### src/rtl/sat_pkg.sv
package sat_pkg;
   typedef enum logic [3:0] {
      OP_WADD   = 4'd0,
      OP_SADD   = 4'd1,
      OP_SSUB   = 4'd2,
      OP_SDBL   = 4'd3,
      OP_UADD   = 4'd4,
      OP_USUB   = 4'd5,
      OP_SSAT   = 4'd6,
      OP_USAT   = 4'd7,
      OP_SSAT16 = 4'd8,
      OP_USAT16 = 4'd9
   } sat_op_e;
endpackage

### src/rtl/sat_arith.sv
module sat_arith #(
   parameter int DW = 32
) (
   input  logic [DW-1:0] a,
   input  logic [DW-1:0] b,
   output logic [DW-1:0] wadd_res,
   output logic          wadd_ovf,
   output logic [DW-1:0] sadd_res,
   output logic [DW-1:0] ssub_res,
   output logic          ssub_ovf,
   output logic [DW-1:0] sdbl_res,
   output logic          sdbl_ovf,
   output logic [DW-1:0] uadd_res,
   output logic          uadd_ovf,
   output logic [DW-1:0] usub_res,
   output logic          usub_ovf
);
   localparam logic [DW-1:0] SMAX = {1'b0, {(DW-1){1'b1}}};
   localparam logic [DW-1:0] SMIN = {1'b1, {(DW-1){1'b0}}};

   logic [DW:0]   sum_x;
   logic [DW-1:0] diff;
   logic [DW-1:0] clamp_a;

   assign sum_x   = {1'b0, a} + {1'b0, b};
   assign diff    = a - b;
   assign clamp_a = a[DW-1] ? SMIN : SMAX;

   always_comb begin
      wadd_res = sum_x[DW-1:0];
      wadd_ovf = (a[DW-1] == b[DW-1]) && (sum_x[DW-1] != a[DW-1]);
      sadd_res = wadd_ovf ? clamp_a : sum_x[DW-1:0];

      ssub_ovf = (a[DW-1] != b[DW-1]) && (diff[DW-1] != a[DW-1]);
      ssub_res = ssub_ovf ? clamp_a : diff;

      // top two bits disagree: doubling leaves the signed range,
      // except the exact lower limit, which is also reported
      sdbl_ovf = (a[DW-1] != a[DW-2]) || (a == {2'b11, {(DW-2){1'b0}}});
      sdbl_res = sdbl_ovf ? clamp_a : {a[DW-2:0], 1'b0};

      uadd_ovf = sum_x[DW];
      uadd_res = uadd_ovf ? '1 : sum_x[DW-1:0];

      usub_ovf = (b > a);
      usub_res = usub_ovf ? '0 : diff;
   end
endmodule

### src/rtl/sat_clamp.sv
module sat_clamp #(
   parameter int W = 32,
   localparam int NW = $clog2(W)
) (
   input  logic [W-1:0]  val,
   input  logic [NW-1:0] nbits,
   input  logic          uns,
   output logic [W-1:0]  res,
   output logic          hit
);
   logic signed [W-1:0] top;
   logic        [W-1:0] mask;

   assign top  = $signed(val) >>> nbits;
   assign mask = ({{(W-1){1'b0}}, 1'b1} << nbits) - {{(W-1){1'b0}}, 1'b1};

   always_comb begin
      res = val;
      hit = 1'b0;
      if (uns) begin
         if (val[W-1]) begin
            res = '0;
            hit = 1'b1;
         end else if (val > mask) begin
            res = mask;
            hit = 1'b1;
         end
      end else begin
         if (!top[W-1] && (top != '0)) begin
            res = mask;
            hit = 1'b1;
         end else if (top[W-1] && (top != '1)) begin
            res = ~mask;
            hit = 1'b1;
         end
      end
   end
endmodule

### src/rtl/sat_alu.sv
module sat_alu
   import sat_pkg::*;
#(
   parameter int DW = 32,
   localparam int HW = DW / 2,
   localparam int NW = $clog2(DW)
) (
   input  logic          clk,
   input  logic          rst_n,
   input  logic          en,
   input  logic          clr,
   input  logic [3:0]    op,
   input  logic [DW-1:0] opa,
   input  logic [DW-1:0] opb,
   input  logic [NW-1:0] sat_bits,
   output logic [DW-1:0] result,
   output logic          sat_flag
);
   initial begin
      assert (DW >= 8 && DW % 2 == 0)
         else $error("sat_alu: DW must be even and at least 8");
   end

   logic [DW-1:0] wadd_r, sadd_r, ssub_r, sdbl_r, uadd_r, usub_r;
   logic          wadd_v, ssub_v, sdbl_v, uadd_v, usub_v;

   sat_arith #(.DW(DW)) u_arith (
      .a(opa), .b(opb),
      .wadd_res(wadd_r), .wadd_ovf(wadd_v),
      .sadd_res(sadd_r),
      .ssub_res(ssub_r), .ssub_ovf(ssub_v),
      .sdbl_res(sdbl_r), .sdbl_ovf(sdbl_v),
      .uadd_res(uadd_r), .uadd_ovf(uadd_v),
      .usub_res(usub_r), .usub_ovf(usub_v)
   );

   logic          lane_uns;
   logic [DW-1:0] word_r;
   logic          word_v;

   assign lane_uns = (op == OP_USAT) || (op == OP_USAT16);

   sat_clamp #(.W(DW)) u_word (
      .val(opa), .nbits(sat_bits), .uns(lane_uns), .res(word_r), .hit(word_v)
   );

   logic [1:0][DW-1:0] lane_r;
   logic [1:0]         lane_v;
   logic [DW-1:0]      pack_r;

   for (genvar k = 0; k < 2; k++) begin : g_lane
      logic [DW-1:0] ext;
      assign ext = {{HW{opa[k*HW+HW-1]}}, opa[k*HW +: HW]};
      sat_clamp #(.W(DW)) u_half (
         .val(ext), .nbits(sat_bits), .uns(lane_uns),
         .res(lane_r[k]), .hit(lane_v[k])
      );
      assign pack_r[k*HW +: HW] = lane_r[k][HW-1:0];
   end

   logic hit_now;

   always_comb begin
      result  = opa;
      hit_now = 1'b0;
      unique case (op)
         OP_WADD:   begin result = wadd_r; hit_now = wadd_v;   end
         OP_SADD:   begin result = sadd_r; hit_now = wadd_v;   end
         OP_SSUB:   begin result = ssub_r; hit_now = ssub_v;   end
         OP_SDBL:   begin result = sdbl_r; hit_now = sdbl_v;   end
         OP_UADD:   begin result = uadd_r; hit_now = uadd_v;   end
         OP_USUB:   begin result = usub_r; hit_now = usub_v;   end
         OP_SSAT,
         OP_USAT:   begin result = word_r; hit_now = word_v;   end
         OP_SSAT16,
         OP_USAT16: begin result = pack_r; hit_now = |lane_v;  end
         default:   begin result = opa;    hit_now = 1'b0;     end
      endcase
   end

   always_ff @(posedge clk or negedge rst_n) begin
      if (!rst_n)          sat_flag <= 1'b0;
      else if (clr)        sat_flag <= 1'b0;
      else if (en && hit_now) sat_flag <= 1'b1;
   end

   logic signed [DW-1:0] ssat_span;
   assign ssat_span = $signed(result) >>> sat_bits;


   sadd_sign_chk: assert property (@(posedge clk) disable iff (!rst_n)
      (op == OP_SADD && opa[DW-1] == opb[DW-1]) |-> result[DW-1] == opa[DW-1]);

   uadd_floor_chk: assert property (@(posedge clk) disable iff (!rst_n)
      (op == OP_UADD) |-> result >= opa);

   usub_ceil_chk: assert property (@(posedge clk) disable iff (!rst_n)
      (op == OP_USUB) |-> result <= opa);

   ssat_fit_chk: assert property (@(posedge clk) disable iff (!rst_n)
      (op == OP_SSAT) |-> (ssat_span == '0 || ssat_span == '1));

   no_rise_chk: assert property (@(posedge clk) disable iff (!rst_n)
      (!sat_flag && !en) |=> !sat_flag);

   sticky_hold_chk: assert property (@(posedge clk) disable iff (!rst_n)
      (sat_flag && !clr) |=> sat_flag);

   clear_wins_chk: assert property (@(posedge clk) disable iff (!rst_n)
      clr |=> !sat_flag);
endmodule

### config.mk
export PLATFORM = sky130hd
export DESIGN_NAME = sat_alu
export DESIGN_NICKNAME = d
export VERILOG_FILES = /design/src/rtl/sat_pkg.sv /design/src/rtl/sat_arith.sv /design/src/rtl/sat_clamp.sv /design/src/rtl/sat_alu.sv
export SDC_FILE = /design/constraint.sdc
export NUM_CORES = 1
export LEC_CHECK = 0
export BUFFER_PORTS_ARGS = -buffer_cell sky130_fd_sc_hd__buf_2
export CORE_ASPECT_RATIO = 0.5
export CORE_UTILIZATION = 29
export DETAILED_ROUTE_END_ITERATION = 6
export PLACE_DENSITY_LB_ADDON = 0.12
export SLEW_MARGIN = 10
export SYNTH_ARGS = -nofsm -noshare
export SYNTH_HDL_FRONTEND = slang
export SYNTH_SLANG_ARGS = --single-unit
### constraint.sdc
create_clock -name clk -period 14.5 [get_ports clk]
set_input_delay 1.45 -clock clk [delete_from_list [all_inputs] [get_ports clk]]
set_output_delay 1.45 -clock clk [all_outputs]
set_load 0.02 [all_outputs]
==> summary.md, run 1 <==
| Metric | Value |
|---|---|
| PostCTS Resize Cnt | 0 |
| Post-layout minimum cycle time | 11540 ps |
| Worst R2R End | sat_flag |
| FF-to-FF Start | sat_flag |
| Data required, critical path | 13050 ps |
| Max reg flops | 1 |
| Status | finished, final reports clean |
| Final wirelength | approximately 70 mm |
| Tightest Hold Check Type | reg -> reg |
| Crit path capture type | output port |
| Initial antenna violation count | 1 |
| Crit path max-delay cell type | inv_1 |
| NumNets Final | 2167 |
| Vias | roughly 16000 |
| Setup bufs post-CTS | 0 |
| Avg Cell Area, Syn | between 6 and 7 µm² |
| Hold_buf cts | 0 |
| Unrepaired setup endpoints after global routing | no |
| EDFF count, synth | 0 |
| Slew Viols, Final | 0 |
| Hold Crit Endpoint | sat_flag |
| Worst-Skew Late Latency | 0 ps |
| Worst Clk Skew | 0 ps |
| Reg2Reg Setup Slack | ~13000 ps |
| Worst-case reg-to-reg path depth | 3 |
| Post-Syn Instances | between 1500 and 2000 |
| Clock transition at path regs | 0 ps |
| Fin crit share | 0.796 |
| WP data arrival | 10090 ps |
| Most frequent CP cell | inv_1 |
| Critical path's largest stage delay | slightly below 700 ps |
| Syn-to-layout area delta | 6.86% |
| Worst hold path stage count | 2 |
| Final hold vios | 0 |
| Max-cap violations | 0 |
| Io pins | 110 |
| Largest registers in the final layout | sat_flag x1 |
| PortBufs | between 100 and 150 |
| Row cnt | 54 |
| Drt via density | around 6.5 |
| Routed len/inst | about 28 µm |
| DIE AREA | approximately 46000 µm² |
| Layout cells sized above 1 | 0.124 |
| Hold_sp | sat_flag |
| Vias in the first global route | between 15000 and 20000 |
| Synth Register Bits | 1 |
| DRC viols | 0 |
| Register area share after synthesis | 0.00192 |
| WS Path Type | in -> out |
| Worst slew pin tran | 1130 ps |
| First-pass GRT wire length | a little over 100 mm |
| Slew HR | 0.244 |
| Largest net degree at the start of global routing | 63 |
| Ys flop type | dfrtp_1 |
| TritonRoute pass-1 iters | 6 |
| GP Congestion | between 0.9 and 1 |
| Gr ovfl total | 0 |
| Initial Util | 0.296 |
| Final Setup Violations | 0 |
| Distinct cell type count after synthesis | between 90 and 100 |
| Setup_tns | 0 ps |
| Post-synthesis cell area | 13000 µm² |
| Initial DRC Count | approximately 2300 |
| Final core utilization | 0.317 |
| Fmax | 86.7 MHz |
| Critical-path maximum fanout | between 40 and 50 |
| Die Wd | between 300 and 400 µm |
| Startpoint types | input port |
| Final HPWL DP | roughly 53 mm |
| Yosys Warn Count | 0 |
| Reg with most FFs | sat_flag |
| Post-route ant nets | 0 |
| Core area | approximately 44000 µm² |
| Async SR Flop Fraction | 1.00 |
| Fill cells | 4942 |
| GR Util All Layers | 0.292 |
| Die span in y | approximately 150 µm |
-- worst max path at each step --
stage	end	startpoint	slack, ps	cells after the start
floorplan	result[22]	sat_bits[0]	5460	30
global placement	result[24]	sat_bits[3]	3640	27
detailed placement	result[24]	sat_bits[3]	3260	27
CTS	result[24]	sat_bits[3]	3240	27
global route	result[24]	sat_bits[3]	2430	27
finish	result[24]	sat_bits[3]	2960	27
-- logic make-up after synthesis --
| logic type | Yosys count | synth area share |
|---|---|---|
| flops | 1 | 0.00192 |
| buf+inv | 260 | 0.0858 |
| fa+ha+maj | 143 | 0.139 |
| xor+xnor | 52 | 0.0350 |
| mux | 110 | 0.121 |
| other cells | 1 | 0.000288 |
| simple gates | 655 | 0.241 |
| compound gates | 734 | 0.376 |
-- synth_stat cells (all sizes together) (9+ instances only) --
cell	instances	area share
a221oi	16	0.011
o21ai	177	0.068
o21a	15	0.0087
nor3	46	0.018
mux2	22	0.019
o2111ai	10	0.0067
nand2b	23	0.011
a211o	12	0.0081
nand2	169	0.049
o22ai	17	0.0082
mux4	34	0.061
a2111oi	11	0.0080
and3	15	0.0072
o32a	9	0.0069
o211ai	30	0.017
a21oi	164	0.063
nor4	17	0.0082
xnor2	42	0.028
or2	21	0.010
o31ai	22	0.014
nand4	30	0.014
and2	18	0.0087
xor2	10	0.0067
a211oi	28	0.016
inv	96	0.028
o21bai	18	0.010
o311ai	10	0.0067
mux2i	54	0.042
a21o	44	0.025
nor2b	24	0.012
a22oi	12	0.0069
nor2	196	0.057
buf	42	0.023
a31oi	36	0.017
ha	139	0.13
o221ai	33	0.023
or3	20	0.0096
clkbuf	121	0.035
nand3	48	0.018
-- worst max-delay path, delay by kind of cell --
| family | cells | cell delay [ps] |
|---|---|---|
| compound gates | 10 | 2880 |
| buf+inv | 8 | 2760 |
| simple gates | 7 | 2240 |
| fa+ha+maj | 2 | 690 |
-- cell type report --
class	instances	area (µm²)	area share
multi-input cells	1696	11900	0.856
repair buffers	152	873	0.0628
well taps	588	736	0.0529
inverters	97	364	0.0262
flip-flops and latches	1	25.0	0.00180
diodes	3	7.51	0.000540
-- layer usage --
layer / track usage / vias to the layer above / wire length (µm)
li1: - / 7387 / -
met2: 0.431 / 1022 / 29000
met3: 0.0317 / 151 / 6840
met1: 0.434 / 7888 / 31300
met4: 0.100 / 0 / 2740
met5: 0 / - / 0
-- through the flow --
stage | cell area [µm²] | hold slack [ps] | worst slack, ps | instances
4_1_cts | 13900 | 840 | 3240 | 2534
2_1_floorplan | 13000 | 670 | 5460 | 1957
3_5_place_dp | 13900 | 840 | 3260 | 2534
6_report | 13900 | 866 | 2960 | 2537
5_1_grt | 13900 | 827 | 2430 | 2534
3_3_place_gp | 13900 | 842 | 3640 | 2534
-- cells in the final DEF (no fill, tap or decap), drive strengths merged, types with 11 or more instances in the layout --
master	count
a31oi	36
inv	96
a211oi	28
a2111oi	11
xnor2	42
a211o	12
o221ai	33
nor4	17
nor3	46
o21a	15
nor2	196
or3	20
o211ai	30
a21oi	164
nand4	30
nor2b	24
o21bai	18
and3	15
a21o	44
mux4	34
mux2	22
o21ai	177
nand2	169
and2	18
mux2i	54
nand3	48
a22oi	12
ha	139
or2	21
o31ai	22
o22ai	17
nand2b	23
a221oi	16
buf	152
==> run 2, diff against run 1 <==
Settings changed: ABC_AREA from default to 1.
Clock period 14.5 ns to 10.4 ns, I/O delays scaled along.
==> run 2 against run 1 <==
  * Synthesized area grew 12%
  * Cell area is 10% higher
  * Critical endpoint is now result[15]
  * Cell count grew 38%
  * Critical path depth is 6 higher
  * Clock skew unchanged
  * Worst setup slack got worse by 1200 ps
  * First-iteration DRC count up 14%
  * Synthesized cell count up 46%
  * Routed wire length increased by 6.0%
  * Global-route usage shrank 1.4 points
  * Hold slack got worse by 360 ps
==> summary.md, run 2 <==
| Metric | Value |
|---|---|
| Syn-to-layout area delta | 5.78% (was 6.86%) |
| Startpoint types | input port (unchanged) |
| Largest registers in the final layout | sat_flag x1 (unchanged) |
| TritonRoute pass-1 iters | 7 (was 6) |
| WS Path Type | in -> out (unchanged) |
| Worst hold slack | 507 ps (was 866 ps) |
| Final HPWL DP | 56.4 mm (was 52.9 mm) |
| Met1 Resource Use GR | 0.404 (was 0.434) |
| Die Wd | 318 µm (was 302 µm) |
| GP Congestion | 0.988 (was 0.968) |
| Post-Syn Instances | 2864 (was 1956) |
| Fin crit share | 0.835 |
| Seq pwr share | 0.005 |
| Setup bufs post-CTS | 0 (unchanged) |
| FF-to-FF Start | sat_flag (unchanged) |
| Crit path buf inv count | 6 (was 8) |
| Fmax | 115 MHz |
| Top post-synthesis cells by area | nand2_1, nand3_1, ha_1, nor2_1, inv_1 (was ha_1, o21ai_0, a21oi_1, nor2_1, nand2_1) |
| Register area share after synthesis | 0.00172 (was 0.00192) |
| NumNets Final | 3077 (was 2167) |
| Max reg flops | 1 (unchanged) |
| Post-route ant nets | 0 (unchanged) |
| Core area | 49000 µm² (was 43900 µm²) |
| Hold_sp | sat_flag (unchanged) |
| DIE AREA | 51000 µm² (was 45800 µm²) |
| Final hold vios | 0 (unchanged) |
| Most frequent CP cell | nor2_1 (was inv_1) |
| Crit path max-delay family | simple AND/OR/NAND/NOR gates (was compound AO/OA/AOI/OAI gates) |
| Drt via density | 5.56 (was 6.48) |
| First-pass GRT wire length | 111 mm (was 102 mm) |
| Vias in the first global route | 17729 (was 15019) |
| Tightest Hold Check Type | reg -> reg (unchanged) |
| Synth Register Bits | 1 (unchanged) |
| Io pins | 110 (unchanged) |
| Reg2Reg Setup Slack | 9820 ps (was 13150 ps) |
| Unrepaired setup endpoints after global routing | no (unchanged) |
| Fill cells | 5795 (was 4942) |
| Slew HR | 0.347 (was 0.244) |
| EDFF count, synth | 0 (unchanged) |
| Status | finished, final reports clean (unchanged) |
| Avg Cell Area, Syn | 5.07 µm² (was 6.66 µm²) |
| Worst Clk Skew | 0 ps (unchanged) |
| Largest net degree at the start of global routing | 69 (was 63) |
| Data required, critical path | 9360 ps (was 13050 ps) |
| Initial DRC Count | 2566 (was 2254) |
| PortBufs | 109 (unchanged) |
| Gr ovfl total | 0 (unchanged) |
| Slew Viols, Final | 0 (unchanged) |
| Async SR Flop Fraction | 1.00 (unchanged) |
| Top cell type's share of synthesized area | 0.222 (was 0.134) |
| GR Util All Layers | 0.278 (was 0.292) |
| Post-synthesis cell area | 14500 µm² (was 13000 µm²) |
| Initial antenna violation count | 0 (was 1) |
| Met2 global-route usage | 0.434 (was 0.431) |
| Busiest metal layer after global routing | met2 (was met1) |
| Vias | 19481 (was 16448) |
| Final Setup Violations | 0 (unchanged) |
| Hold Crit Endpoint | sat_flag (unchanged) |
| Crit path capture type | output port (unchanged) |
| Die span in y | 160 µm (was 152 µm) |
| Antenna cells | 0 (was 3) |
| Combinational share of power | 0.995 |
| Critical-path maximum fanout | 34 (was 45) |
| WP data arrival | 7640 ps (was 10090 ps) |
| Reg with most FFs | sat_flag (unchanged) |
| Final wirelength | 74.0 mm (was 69.8 mm) |
| Critical path's largest stage delay | 550 ps (was 690 ps) |
| Leakage | 8.01 nW |
| Ys flop type | dfrtp_1 (unchanged) |
| PostCTS Resize Cnt | 0 (unchanged) |
| Pwr/cell area | roughly 63 nW/µm² |
| Hold_buf cts | 0 (unchanged) |
| Most frequent cells in the layout | nand2_1, nand3_1, nor2_1 (was nor2_1, o21ai_0, nand2_1) |
| Worst-Skew Late Latency | 0 ps (about the same) |
| Layout cells sized above 1 | 0.0784 (was 0.124) |
| Max-cap violations | 0 (unchanged) |
| Worst hold path stage count | 2 (unchanged) |
| Initial Util | 0.296 (about the same) |
| Top-count cell post-synth | nand2_1 (was nor2_1) |
| Worst-case reg-to-reg path depth | 2 (was 3) |
| Yosys Warn Count | 0 (unchanged) |
| Psw | 0.000697 W |
| Setup_tns | 0 ps (unchanged) |
| Sw Share | 0.716 |
| Distinct cell type count after synthesis | 61 (was 96) |
| Most frequent cells after synthesis | nand2_1, nand3_1, nor2_1 (was nor2_1, o21ai_0, nand2_1) |
| Met3 Track Usage GR | 0.0320 (was 0.0317) |
| Routed len/inst | 21.1 µm (was 27.5 µm) |
| Clock transition at path regs | 0 ps (about the same) |
| Internal cell power | between 0.0002 and 0.0003 W |
| Peak supply drop | ~0.021 mV |
| Worst R2R End | sat_flag (unchanged) |
| Worst slew pin tran | 977 ps (was 1130 ps) |
| Commonest non-fill, non-tap cell in the layout | nand2_1 (was nor2_1) |
| Crit path max-delay cell type | nor2_1 (was inv_1) |
| DRC viols | 0 (unchanged) |
| Clock power share | 0 |
| Post-layout minimum cycle time | 8680 ps |
| Row cnt | 57 (was 54) |
| Synth area leader | nand2_1 (was ha_1) |
-- run 2: kinds of logic (layout without fill, tap and decap cells) --
kind of cell,after synthesis,count (layout),share of synthesized area
flip-flops,1,1,0.00172
buffers and inverters,468,459,0.136
XOR/XNOR,57,57,0.0354
AO/OA/AOI/OAI,467,467,0.180
AND/OR/NAND/NOR,1728,1728,0.522
other,1,2,0.000258
adder cells (fa/ha/maj),142,142,0.124
-- run 2: worst max path at each step --
stage | startpoint | end | slack [ps] | cells past startpoint
finish | sat_bits[1] | result[15] | 1720 | 33
global route | sat_bits[2] | result[15] | 1330 | 33
CTS | sat_bits[2] | result[15] | 1970 | 33
detailed placement | sat_bits[2] | result[15] | 1980 | 33
global placement | sat_bits[2] | result[15] | 2060 | 33
floorplan | sat_bits[2] | result[18] | 4150 | 32
-- run 2: area by class of cell --
cell class,count,area [µm²],area share
Sequential cell,1,25.0,0.00163
Inverter,320,1210,0.0785
Timing Repair Buffer,139,771,0.0502
Multi-Input combinational cell,2396,12500,0.817
Tap cell,649,812,0.0529
-- run 2: power groups by stage --
stage          combinational (W)  sequential [W]  clock (W)
4_1_cts                 0.000947      0.00000444          0
6_report                0.000970      0.00000446          0
5_1_grt                  0.00106      0.00000446          0
3_3_place_gp            0.000945      0.00000448          0
3_5_place_dp            0.000943      0.00000444          0
2_1_floorplan           0.000645      0.00000489          0
-- run 2: worst min-delay path, cell delays in order (launching register included) --
cell     delay (ps)
dfrtp_1         350
inv_1            50
a21oi_1          50
-- run 2: routing by layer --
| metal | up-vias | share of wire |
|---|---|---|
| li1 | 9429 | - |
| met2 | 942 | 0.43 |
| met1 | 8975 | 0.45 |
| met3 | 135 | 0.093 |
| met5 | - | 0 |
| met4 | 0 | 0.026 |
-- run 2: per-stage QoR --
stage	area, µm²	worst slack (ps)	total power (W)	instances	util
floorplan	14500	4150	0.000650	2865	-
CTS	15400	1970	0.000951	3505	0.314
global placement	15400	2060	0.000949	3505	0.313
global route	15400	1330	0.00107	3505	0.314
detailed placement	15400	1980	0.000947	3505	0.314
finish	15400	1720	0.000974	3505	0.314
Power figures use the tool's default switching activity.
